### src/rtl/bor_pkg.sv
package bor_pkg;
  typedef enum logic [1:0] {
    ST_MON  = 2'd0,
    ST_FILT = 2'd1,
    ST_HOLD = 2'd2,
    ST_PWRT = 2'd3
  } bor_state_t;

  localparam logic TRIP_LOW = 1'b0;
endpackage

### src/rtl/bor_mode.sv
module bor_mode
  import bor_pkg::*;
(
  input  logic       clk,
  input  logic       rst,
  input  logic [1:0] en_mode_i,
  input  logic       sleep_i,
  input  logic       erase_i,
  input  logic       level_sel_i,
  output logic       active_o,
  output logic       trip_sel_o
);
  logic mode_on;

  always_comb begin
    unique case (en_mode_i)
      2'b11:   mode_on = 1'b1;
      2'b10:   mode_on = ~sleep_i;
      default: mode_on = 1'b0;
    endcase
    active_o = erase_i | mode_on;
  end

  always_ff @(posedge clk) begin
    if (rst)          trip_sel_o <= TRIP_LOW;
    else if (erase_i) trip_sel_o <= TRIP_LOW;
    else              trip_sel_o <= level_sel_i;
  end

  p_erase_low_trip_r9: assert property (@(posedge clk) disable iff (rst)
    erase_i |=> (trip_sel_o == TRIP_LOW));
  p_sel_follow_r3: assert property (@(posedge clk) disable iff (rst)
    !erase_i |=> (trip_sel_o == $past(level_sel_i)));
endmodule

### src/rtl/bor_counter.sv
module bor_counter #(
  parameter int unsigned LIMIT = 8
) (
  input  logic clk,
  input  logic rst,
  input  logic run_i,
  output logic hit_o
);
  localparam int unsigned CW = (LIMIT < 2) ? 1 : $clog2(LIMIT);
  localparam logic [CW-1:0] LAST = CW'(LIMIT - 1);

  logic [CW-1:0] cnt;

  assign hit_o = run_i && (cnt == LAST);

  always_ff @(posedge clk) begin
    if (rst || !run_i || hit_o) cnt <= '0;
    else                        cnt <= cnt + 1'b1;
  end

  p_cnt_bound_r4: assert property (@(posedge clk) disable iff (rst)
    cnt <= LAST);
  p_cnt_clear_r5: assert property (@(posedge clk) disable iff (rst)
    !run_i |=> (cnt == '0));
endmodule

### src/rtl/bor_sequencer.sv
module bor_sequencer
  import bor_pkg::*;
#(
  parameter int unsigned FILT_TICKS = 8,
  parameter int unsigned PWRT_TICKS = 32
) (
  input  logic       clk,
  input  logic       rst,
  input  logic       below_i,
  input  logic [1:0] en_mode_i,
  input  logic       level_sel_i,
  input  logic       pwrt_bypass_i,
  input  logic       sleep_i,
  input  logic       erase_i,
  output logic       sys_rst_o,
  output logic       trip_sel_o
);
  bor_state_t state, state_nx;
  logic active, dip;
  logic filt_run, filt_hit;
  logic pwrt_run, pwrt_hit;

  bor_mode u_mode (
    .clk        (clk),
    .rst        (rst),
    .en_mode_i  (en_mode_i),
    .sleep_i    (sleep_i),
    .erase_i    (erase_i),
    .level_sel_i(level_sel_i),
    .active_o   (active),
    .trip_sel_o (trip_sel_o)
  );

  assign dip      = active & below_i;
  assign filt_run = (state == ST_FILT) & dip;
  assign pwrt_run = (state == ST_PWRT) & ~dip;

  bor_counter #(.LIMIT(FILT_TICKS)) u_filt (
    .clk  (clk),
    .rst  (rst),
    .run_i(filt_run),
    .hit_o(filt_hit)
  );

  bor_counter #(.LIMIT(PWRT_TICKS)) u_pwrt (
    .clk  (clk),
    .rst  (rst),
    .run_i(pwrt_run),
    .hit_o(pwrt_hit)
  );

  always_comb begin
    state_nx = state;
    unique case (state)
      ST_MON:  if (dip) state_nx = ST_FILT;
      ST_FILT: begin
        if (!dip)         state_nx = ST_MON;
        else if (filt_hit) state_nx = ST_HOLD;
      end
      ST_HOLD: begin
        if (!active)             state_nx = ST_MON;
        else if (!below_i)       state_nx = pwrt_bypass_i ? ST_MON : ST_PWRT;
      end
      ST_PWRT: begin
        if (dip)           state_nx = ST_HOLD;
        else if (pwrt_hit) state_nx = ST_MON;
      end
      default: state_nx = ST_MON;
    endcase
  end

  always_ff @(posedge clk) begin
    if (rst) begin
      state     <= ST_MON;
      sys_rst_o <= 1'b0;
    end else begin
      state     <= state_nx;
      sys_rst_o <= (state_nx == ST_HOLD) || (state_nx == ST_PWRT);
    end
  end

  p_rise_needs_dip_r4: assert property (@(posedge clk) disable iff (rst)
    $rose(sys_rst_o) |-> ($past(below_i) && $past(active)));
  p_idle_stays_off_r2: assert property (@(posedge clk) disable iff (rst)
    (!active && !sys_rst_o) |=> !sys_rst_o);
  p_hold_release_r7: assert property (@(posedge clk) disable iff (rst)
    (state == ST_HOLD && active && !below_i && pwrt_bypass_i) |=> !sys_rst_o);
  p_redip_back_r8: assert property (@(posedge clk) disable iff (rst)
    (state == ST_PWRT && dip) |=> (state == ST_HOLD && sys_rst_o));
  p_hold_off_exit_r10: assert property (@(posedge clk) disable iff (rst)
    (state == ST_HOLD && !active) |=> !sys_rst_o);
endmodule

### config.mk
export PLATFORM = sky130hd
export DESIGN_NAME = bor_sequencer
export DESIGN_NICKNAME = d
export VERILOG_FILES = /design/src/rtl/bor_pkg.sv /design/src/rtl/bor_mode.sv /design/src/rtl/bor_counter.sv /design/src/rtl/bor_sequencer.sv
export SDC_FILE = /design/constraint.sdc
export NUM_CORES = 1
export LEC_CHECK = 0
export BUFFER_PORTS_ARGS = -buffer_cell sky130_fd_sc_hd__clkbuf_2
export CAP_MARGIN = 20
export CORE_MARGIN = 5
export CORE_UTILIZATION = 30
export CTS_CLUSTER_DIAMETER = 200
export DETAILED_ROUTE_END_ITERATION = 8
export SYNTH_ARGS = -nofsm -noshare
export SYNTH_HDL_FRONTEND = slang
export SYNTH_SLANG_ARGS = --single-unit
### constraint.sdc
create_clock -name clk -period 1.95 [get_ports clk]
set_clock_uncertainty 0.15 [all_clocks]
set_input_delay 0.0975 -clock clk [delete_from_list [all_inputs] [get_ports clk]]
set_output_delay 0.0975 -clock clk [all_outputs]
set_load 0.005 [all_outputs]
==> results of run 1 <==
==> worst max path at each step <==
stage,start,to,slack [ns],cells after the start
2_1_floorplan,u_pwrt.cnt[0]$_SDFF_PP0_,state[0]$_SDFF_PP0_,0.31,7
3_5_place_dp,u_pwrt.cnt[0]$_SDFF_PP0_,u_pwrt.cnt[3]$_SDFF_PP0_,0.16,7
5_1_grt,u_pwrt.cnt[0]$_SDFF_PP0_,u_pwrt.cnt[2]$_SDFF_PP0_,0.03,7
6_report,u_pwrt.cnt[0]$_SDFF_PP0_,u_pwrt.cnt[3]$_SDFF_PP0_,0.14,7
3_3_place_gp,u_pwrt.cnt[0]$_SDFF_PP0_,u_pwrt.cnt[2]$_SDFF_PP0_,0.20,7
4_1_cts,u_pwrt.cnt[0]$_SDFF_PP0_,u_pwrt.cnt[3]$_SDFF_PP0_,0.14,7
==> state kept, by name, summed over array words and instances, names as in the netlist <==
register / count
state: 1
sys_rst_o: 1
u_filt.cnt: 3
u_mode.trip_sel_o: 1
u_pwrt.cnt: 5
==> cell usage after synthesis (2+ instances only) <==
cell,count,area (um2)
dfxtp_1,11,220
nor2_1,6,22.5
ha_1,4,50.1
inv_1,3,11.3
a21oi_1,2,10.0
and2_2,2,15.0
nor2b_1,2,12.5
nor3b_2,2,25.0
==> stage by stage <==
| step | hold WS [ns] | utilization [%] |
|---|---|---|
| detailed placement | 0.156 | 36.9 |
| floorplan | 0.0226 | - |
| CTS | 0.0400 | 40.5 |
| finish | 0.0486 | 40.5 |
| global placement | 0.151 | 36.9 |
| global route | 0.0575 | 40.5 |
==> where the power goes <==
| group | switching, mW | internal (mW) |
|---|---|---|
| combinational | 0.0150 | 0.0193 |
| clock | 0.0763 | 0.0792 |
| sequential | 0.00244 | 0.228 |
==> cells by family after synthesis <==
family / synth area share [%]
xor gates and xnor gates: 3.52
and+or+nand+nor: 27.1
buffers and inverters: 2.26
muxes: 2.01
DFF: 44.2
adders and majority gates: 10.1
AOI/OAI and AO/OA: 10.8
==> cell type report <==
type                    instances  area [um2]
repair buffers                 13        80.1
multi-input cells              34         267
clock buffers                   4        26.3
fillers                       154         917
inverters                       3        11.3
well taps                      16        20.0
flip-flops and latches         11         220
==> worst max-delay path: stages (launching register included) <==
cell and delay [ns]:
dfxtp_1 0.33, ha_1 0.23, and3_1 0.19, ha_1 0.18
nand2b_1 0.17, nor3b_2 0.20, o21ai_1 0.18, nor2_1 0.13
==> per-layer routing <==
metal | track usage (%) | vias to the layer above | wire length, um
met3 | 2.07 | 4 | 41
met5 | 0 | - | 0
met4 | 5.11 | 0 | 25
met1 | 8.64 | 178 | 361
li1 | - | 205 | -
met2 | 12.4 | 7 | 427
==> what timing repair did <==
item,CTS,global route
endpoints found under the hold margin,3,0
gates resized for setup,0,0
endpoints found under the setup margin,0,0
hold buffers,3,0
buffers inserted,0,0
==> metrics.csv, run 1 <==
stage;metric;value;unit
power_and_ir_drop;peakVddDrop;0.396;mV
drt;routed_via_density;4.86;
logic_synthesis;syn_inst;48;
die;die_x;50.7;um
worst_setup_path;cp-end-kind;flop;
die;die_h;50.7;um
logic_synthesis;async_reset_ff_share;0;%
die;rows;14;
clocking;clk_latency;0.27;ns
drt;firstDrtPassIters;5;
logic_synthesis;syn_avg_cell_area;10.4;um2
timing;period_share;93.1;%
logic_synthesis;synth_edf_count;0;
worst_setup_path;timing.rr.start;u_pwrt.cnt[0]$_SDFF_PP0_;
drt;wirelength;856;um
clocking;numCtsBuffers;3;
grt;overflow;0;
layout;final_cells;81;
worst_setup_path;crit_type;flop to flop;
timing;slew_violations;0;
clocking;htree_num_levels;1;
drt;wire_per_inst;10.6;um
worst_setup_path;cp_data_required_time;2.01;ns
timing;rsz0062_at_grt;false;
worst_setup_path;cp-start-kind;flop;
logic_synthesis;synth.net_count;61;
worst_setup_path;reg2reg_to;u_pwrt.cnt[3]$_SDFF_PP0_;
min_path;min_to;state[0]$_SDFF_PP0_;
layout;layout_commonest_cell;dfxtp_1;
layout;syn2layout_area_growth;25.4;%
status;status;finished clean;
worst_setup_path;rrSetupSlack;0.14;ns
clocking;cts-root-buf;clkbuf_4;
min_path;hold_depth;3;
logic_synthesis;synth.distinct_cells;24;
worst_setup_path;cp.arrival;1.87;ns
die;die_area;2570;um2
power_and_ir_drop;power_density;672;nW/um2
grt;grt_pass1_wl;1540;um
die;start_util;32.3;%
timing;period_needed;1.81;ns
grt;grt.total_usage;7.66;%
logic_synthesis;syn_area;498;um2
job;cap_violations;0;
logic_synthesis;yosys_warnings;0;
min_path;hold_path_class;primary input to flop;
logic_synthesis;synth-seq-cells;11;
min_path;hold_start;en_mode_i[1];
worst_setup_path;crit_fanout;5;
clocking;tritoncts;built;
drt;ant_nets;0;
layout;drive_above_1_share;30.8;%
layout;final_cell_mix;11 x dfxtp_1, 10 x clkbuf_2, 6 x nor2_1, 4 x ha_1;
drt;vias;394;
placement;dpl.cell_count;74;
clocking;cts_sinks;11;
clocking;clk_pin_slew;0.07;ns
placement;placed_area;568;um2
drt;route.detailed.drc;0;
power_and_ir_drop;p_leak;0.288;nW
timing;tightest_slew;0.363;ns
layout;final_nets;79;
logic_synthesis;seq_area_frac_synth;44.2;%
die;core;1540;um2
timing;setup-tns-final;0;ns
timing;worst_slack;0.135;ns
layout;antenna_cells;0;
timing;setup_viol;0;
clocking;cts_buffer_depth;2;
placement;portBuffers;10;
placement;preCtsSetupSlack;0.162;ns
timing;relSlewSlack;75.6;%
grt;grt_max_degree;7;
grt;antenna_found_initial;0;
placement;dp_hpwl;641;um
timing;max_freq;0.551;GHz
worst_setup_path;r2r_cells;7;
grt;grt_pass1_vias;391;
layout;design_area;624;um2
logic_synthesis;ys.flop_type;dfxtp_1;
power_and_ir_drop;power;0.420;mW
drt;drt-initial-drc-count;6;
timing;hold_violations;0;
die;ios;11;
placement;gp_congestion;0.627;
Note: power is estimated with default switching activity, not from simulation.
==> run 2, diff against run 1 <==
==> constraint.sdc (replaced) <==
create_clock -name clk -period 1.55 [get_ports clk]
set_clock_uncertainty 0.15 [all_clocks]
set_input_delay 0.0775 -clock clk [delete_from_list [all_inputs] [get_ports clk]]
set_output_delay 0.0775 -clock clk [all_outputs]
set_load 0.005 [all_outputs]
==> metrics.csv, run 2 (synthesized netlist as in run 1, its figures left out) <==
stage;metric;value;unit
worst_setup_path;crit_top_cell;ha_4;
grt;grt_pass1_wl;1610;um
clocking;cts-root-buf;clkbuf_4;
worst_setup_path;cp-end-kind;flop;
grt;top_usage_layer;met2;
power_and_ir_drop;power;0.534;mW
drt;ant_nets;0;
status;status;finished with violations;
layout;final_nets;83;
worst_setup_path;crit_type;flop to flop;
layout;post-route-util;45.8;%
die;die_x;50.7;um
die;die_h;50.7;um
die;core;1540;um2
min_path;hold_start;en_mode_i[1];
drt;firstDrtPassIters;4;
worst_setup_path;cp_slowest_cell;dfxtp_2;
layout;antenna_cells;0;
grt;gr-usage-met1;8.66;%
timing;relSlewSlack;78.5;%
die;ios;11;
timing;period_share;104;%
worst_setup_path;cp.arrival;1.65;ns
clocking;htree_num_levels;1;
timing;hold_violations;0;
worst_setup_path;timing.rr.start;u_pwrt.cnt[1]$_SDFF_PP0_;
clocking;tritoncts;built;
timing;worst_slack;-0.0673;ns
grt;use_met2;13.0;%
timing;period_needed;1.62;ns
placement;preCtsSetupSlack;-0.107;ns
timing;holdWs;0.0230;ns
timing;rsz0062_at_grt;true;
grt;grt_pass1_vias;399;
drt;wirelength;905;um
layout;drive_above_1_share;46.4;%
grt;grt.total_usage;8.32;%
job;cap_violations;0;
status;violations;setup timing;
clocking;numCtsBuffers;3;
worst_setup_path;crit_fanout;2;
timing;tightest_slew;0.322;ns
layout;top_regs;u_pwrt.cnt (5), u_filt.cnt (3);
power_and_ir_drop;p_leak;0.313;nW
grt;antenna_found_initial;0;
drt;drt-initial-drc-count;4;
worst_setup_path;cp_data_required_time;1.58;ns
layout;layout_commonest_cell;clkbuf_2;
clocking;cts_sinks;11;
layout;syn2layout_area_growth;41.7;%
grt;overflow;0;
drt;route.detailed.drc;0;
die;rows;14;
grt;met3_usage;6.21;%
timing;setup_viol;6;
timing;slew_violations;0;
layout;fillers;159;
power_and_ir_drop;peakVddDrop;0.506;mV
timing;max_freq;0.618;GHz
drt;routed_via_density;4.87;
layout;final_cell_mix;10 x clkbuf_2, 9 x dfxtp_1, 6 x nor2_1, 4 x buf_4;
placement;portBuffers;10;
clocking;cts_buffer_depth;2;
die;die_area;2570;um2
clocking;clk_latency;0.27;ns
power_and_ir_drop;power_density;756;nW/um2
worst_setup_path;crit_chain;ha_4 -> and3_4 -> ha_4 -> nand2b_4 -> nor3b_4 -> nor2_1 -> a311oi_1;
worst_setup_path;cp-start-kind;flop;
drt;wire_per_inst;10.6;um
clocking;clk_pin_slew;0.07;ns
min_path;hold_path_class;primary input to flop;
placement;gp_congestion;0.713;
grt;grt_max_degree;8;
placement;dp_hpwl;690;um
layout;regMostFlops;u_pwrt.cnt;
die;start_util;32.3;%
drt;vias;414;
worst_setup_path;timing.critical_path.from;u_pwrt.cnt[1]$_SDFF_PP0_;
layout;largest_reg_flops;5;
worst_setup_path;critPathMaxStageDelay;0.34;ns
run 2: layer usage:
metal	up-vias	share of wire [%]
li1	215	-
met1	189	40
met2	10	51
met3	0	9.2
met4	0	0
met5	-	0
run 2: area by class of cell:
| type | count | area, um2 | area share, % |
|---|---|---|---|
| Sequential cell | 11 | 223 | 31.6 |
| Timing Repair Buffer | 17 | 110 | 15.6 |
| Clock buffer | 3 | 22.5 | 3.19 |
| Multi-Input combinational cell | 34 | 314 | 44.5 |
| Clock inverter | 1 | 5.00 | 0.709 |
| Tap cell | 16 | 20.0 | 2.84 |
| Inverter | 3 | 11.3 | 1.60 |
run 2: what timing repair did:
item	4_1_cts	5_1_grt
endpoints found under the hold margin	3	0
pin swaps	3	0
resized for setup	2	0
gates cloned	0	0
endpoints found under the setup margin	6	6
setup buffers	1	0
hold buffers	3	0
run 2: critical path: cells and delay by family, from the launching register on:
kind,cells,cell delay (ns)
compound gates,1,0.18
fa+ha+maj,2,0.30
flops,1,0.34
simple gates,4,0.56
run 2: power breakdown:
part | switching, mW | internal (mW) | total, mW | leakage, nW
clock | 0.0990 | 0.0956 | 0.195 | 0.0177
combinational | 0.0213 | 0.0276 | 0.0489 | 0.205
sequential | 0.00394 | 0.286 | 0.290 | 0.0901
total | 0.124 | 0.409 | 0.534 | 0.313
run 2: stage by stage:
step	setup TNS (ns)	std cells	cell area, um2
2_1_floorplan	-0.0252	48	538
3_3_place_gp	-0.505	77	631
3_5_place_dp	-0.571	77	631
4_1_cts	-0.386	85	706
5_1_grt	-0.721	85	706
6_report	-0.236	85	706
run 2: worst paths after layout:
kind	endpoint	slack, ns	depth (start not counted)
worst max-delay path	state[0]$_SDFF_PP0_	-0.07	7
worst min-delay path	state[0]$_SDFF_PP0_	0.02	3
worst max register to register	state[0]$_SDFF_PP0_	-0.07	7
worst min register to register	u_filt.cnt[0]$_SDFF_PP0_	0.27	1
==> run 3, diff against run 2 <==
--- a/config.mk
+++ b/config.mk
@@ -7,10 +7,14 @@
 export LEC_CHECK = 0
 export BUFFER_PORTS_ARGS = -buffer_cell sky130_fd_sc_hd__clkbuf_2
 export CAP_MARGIN = 20
+export CELL_PAD_IN_SITES_DETAIL_PLACEMENT = 0
+export CELL_PAD_IN_SITES_GLOBAL_PLACEMENT = 1
 export CORE_MARGIN = 5
 export CORE_UTILIZATION = 30
 export CTS_CLUSTER_DIAMETER = 200
 export DETAILED_ROUTE_END_ITERATION = 8
+export PLACE_DENSITY_LB_ADDON = 0.1
+export SKIP_LAST_GASP = 1
 export SYNTH_ARGS = -nofsm -noshare
 export SYNTH_HDL_FRONTEND = slang
 export SYNTH_SLANG_ARGS = --single-unit
==> metrics.csv, run 3 (synthesized netlist as in run 1, its figures left out) <==
stage;metric;value;unit
status;status;finished with violations;
status;violations;setup timing;
drt;firstDrtPassIters;1;
drt;ant_nets;0;
clocking;tritoncts;built;
placement;gp_congestion;0.689;
placement;portBuffers;10;
die;rows;14;
worst_setup_path;crit_top_cell;ha_4;
power_and_ir_drop;peakVddDrop;0.415;mV
clocking;cts_sinks;11;
timing;period_needed;1.59;ns
worst_setup_path;cp_num_buf_inv;0;
worst_setup_path;rrSetupSlack;-0.04;ns
clocking;post-cts-setup-buffer-count;0;
power_and_ir_drop;combPwrFrac;9.1;%
power_and_ir_drop;pwr-share-clk;36.3;%
worst_setup_path;cp-start-kind;flop;
timing;hold_violations;0;
drt;vias;398;
die;die_x;50.7;um
grt;grt.total_usage;9.09;%
worst_setup_path;crit_fanout;2;
layout;final_cell_mix;10 x clkbuf_2, 9 x dfxtp_1, 6 x nor2_1;
drt;drt-initial-drc-count;0;
die;ios;11;
clocking;numCtsBuffers;3;
grt;overflow;0;
min_path;hold_depth;3;
timing;relSlewSlack;70.9;%
layout;layout_commonest_cell;clkbuf_2;
die;start_util;32.3;%
clocking;htree_num_levels;1;
timing;tightest_slew;0.436;ns
layout;syn2layout_area_growth;42.2;%
worst_setup_path;critPathMaxStageDelay;0.33;ns
timing;rsz0062_at_grt;true;
power_and_ir_drop;power_density;749;nW/um2
drt;wirelength;921;um
layout;drive_above_1_share;45.6;%
drt;routed_via_density;4.74;
layout;top_regs;u_pwrt.cnt (5), u_filt.cnt (3);
timing;holdWs;0.0245;ns
clocking;cts_buffer_depth;2;
die;die_h;50.7;um
power_and_ir_drop;p_leak;0.307;nW
worst_setup_path;cp_slowest_cell;dfxtp_2;
grt;grt_pass1_vias;402;
die;die_area;2570;um2
worst_setup_path;r2r_cells;7;
timing;setup_viol;6;
clocking;cts-root-buf;clkbuf_4;
grt;grt_max_degree;7;
worst_setup_path;crit_chain;ha_4 -> and3_4 -> ha_4 -> nand2b_4 -> nor3b_4 -> nor2_1 -> a311oi_1;
worst_setup_path;cp.arrival;1.62;ns
clocking;clk_pin_slew;0.07;ns
job;cap_violations;0;
worst_setup_path;cp.depth;7;
drt;route.detailed.drc;0;
power_and_ir_drop;swShare;22.3;%
layout;final_nets;82;
worst_setup_path;cp_data_required_time;1.58;ns
layout;fillers;151;
layout;antenna_cells;0;
power_and_ir_drop;switchingPower;0.118;mW
worst_setup_path;cp_top_family;simple AND/OR/NAND/NOR gates;
drt;wire_per_inst;11.0;um
min_path;hold_path_class;primary input to flop;
clocking;clk_latency;0.27;ns
timing;slew_violations;0;
timing;max_freq;0.630;GHz
layout;seq_area;223;um2
timing;setup-tns-final;-0.104;ns
worst_setup_path;cp-end-kind;flop;
layout;regMostFlops;u_pwrt.cnt;
worst_setup_path;crit_type;flop to flop;
power_and_ir_drop;intPower;0.412;mW
power_and_ir_drop;power;0.531;mW
timing;worst_slack;-0.0384;ns
die;core;1540;um2
timing;period_share;102;%
layout;multi_input_area;325;um2
power_and_ir_drop;seq_power_share;54.7;%
grt;grt_pass1_wl;1670;um
grt;antenna_found_initial;0;
layout;largest_reg_flops;5;
## run 3: cell type report
| cell class | count | area share [%] |
|---|---|---|
| Inverter | 3 | 1.59 |
| Tap cell | 16 | 2.83 |
| Clock buffer | 4 | 3.71 |
| Multi-Input combinational cell | 34 | 45.9 |
| Timing Repair Buffer | 16 | 14.5 |
| Sequential cell | 11 | 31.4 |
## run 3: worst register-to-register path: stages, from the launching register on
cell	delay (ns)
dfxtp_2	0.33
ha_4	0.15
and3_4	0.15
ha_4	0.15
nand2b_4	0.14
nor3b_4	0.20
nor2_1	0.06
a311oi_1	0.18
## run 3: through the flow
step	cell area (um2)	cells	setup slack [ns]	util, %
after floorplan	538	48	-0.0252	-
after global placement	631	77	-0.127	40.9
after detailed placement	631	77	-0.111	40.9
after CTS	697	84	-0.0561	45.2
after global routing	708	84	-0.147	45.9
final	708	84	-0.0384	45.9
## run 3: final timing paths
kind	start	endpoint
worst min-delay path	en_mode_i[1]	state[0]$_SDFF_PP0_
worst min register to register	u_filt.cnt[0]$_SDFF_PP0_	u_filt.cnt[0]$_SDFF_PP0_
worst max-delay path	u_pwrt.cnt[1]$_SDFF_PP0_	state[0]$_SDFF_PP0_
worst max register to register	u_pwrt.cnt[1]$_SDFF_PP0_	state[0]$_SDFF_PP0_
## run 3: power by group through the flow
stage          sequential, mW  clock [mW]  combinational (mW)
6_report                0.290       0.193              0.0481
5_1_grt                 0.291       0.226              0.0535
4_1_cts                 0.290       0.210              0.0463
3_5_place_dp            0.297           0              0.0389
3_3_place_gp            0.297           0              0.0389
2_1_floorplan           0.296           0              0.0205
## run 3: metal layers
| metal | track usage [%] | routed length, um | vias up |
|---|---|---|---|
| met2 | 13.4 | 428 | 7 |
| met5 | 0 | 0 | - |
| met3 | 5.33 | 56 | 4 |
| li1 | - | - | 209 |
| met4 | 6.38 | 17 | 0 |
| met1 | 9.51 | 419 | 178 |
## run 3: repair_timing
| action | in CTS | in global routing |
|---|---|---|
| endpoints found under the setup margin | 6 | 9 |
| gates resized for setup | 2 | 2 |
| pin swaps | 3 | 1 |
| endpoints found under the hold margin | 3 | 0 |
| hold buffers | 3 | 0 |
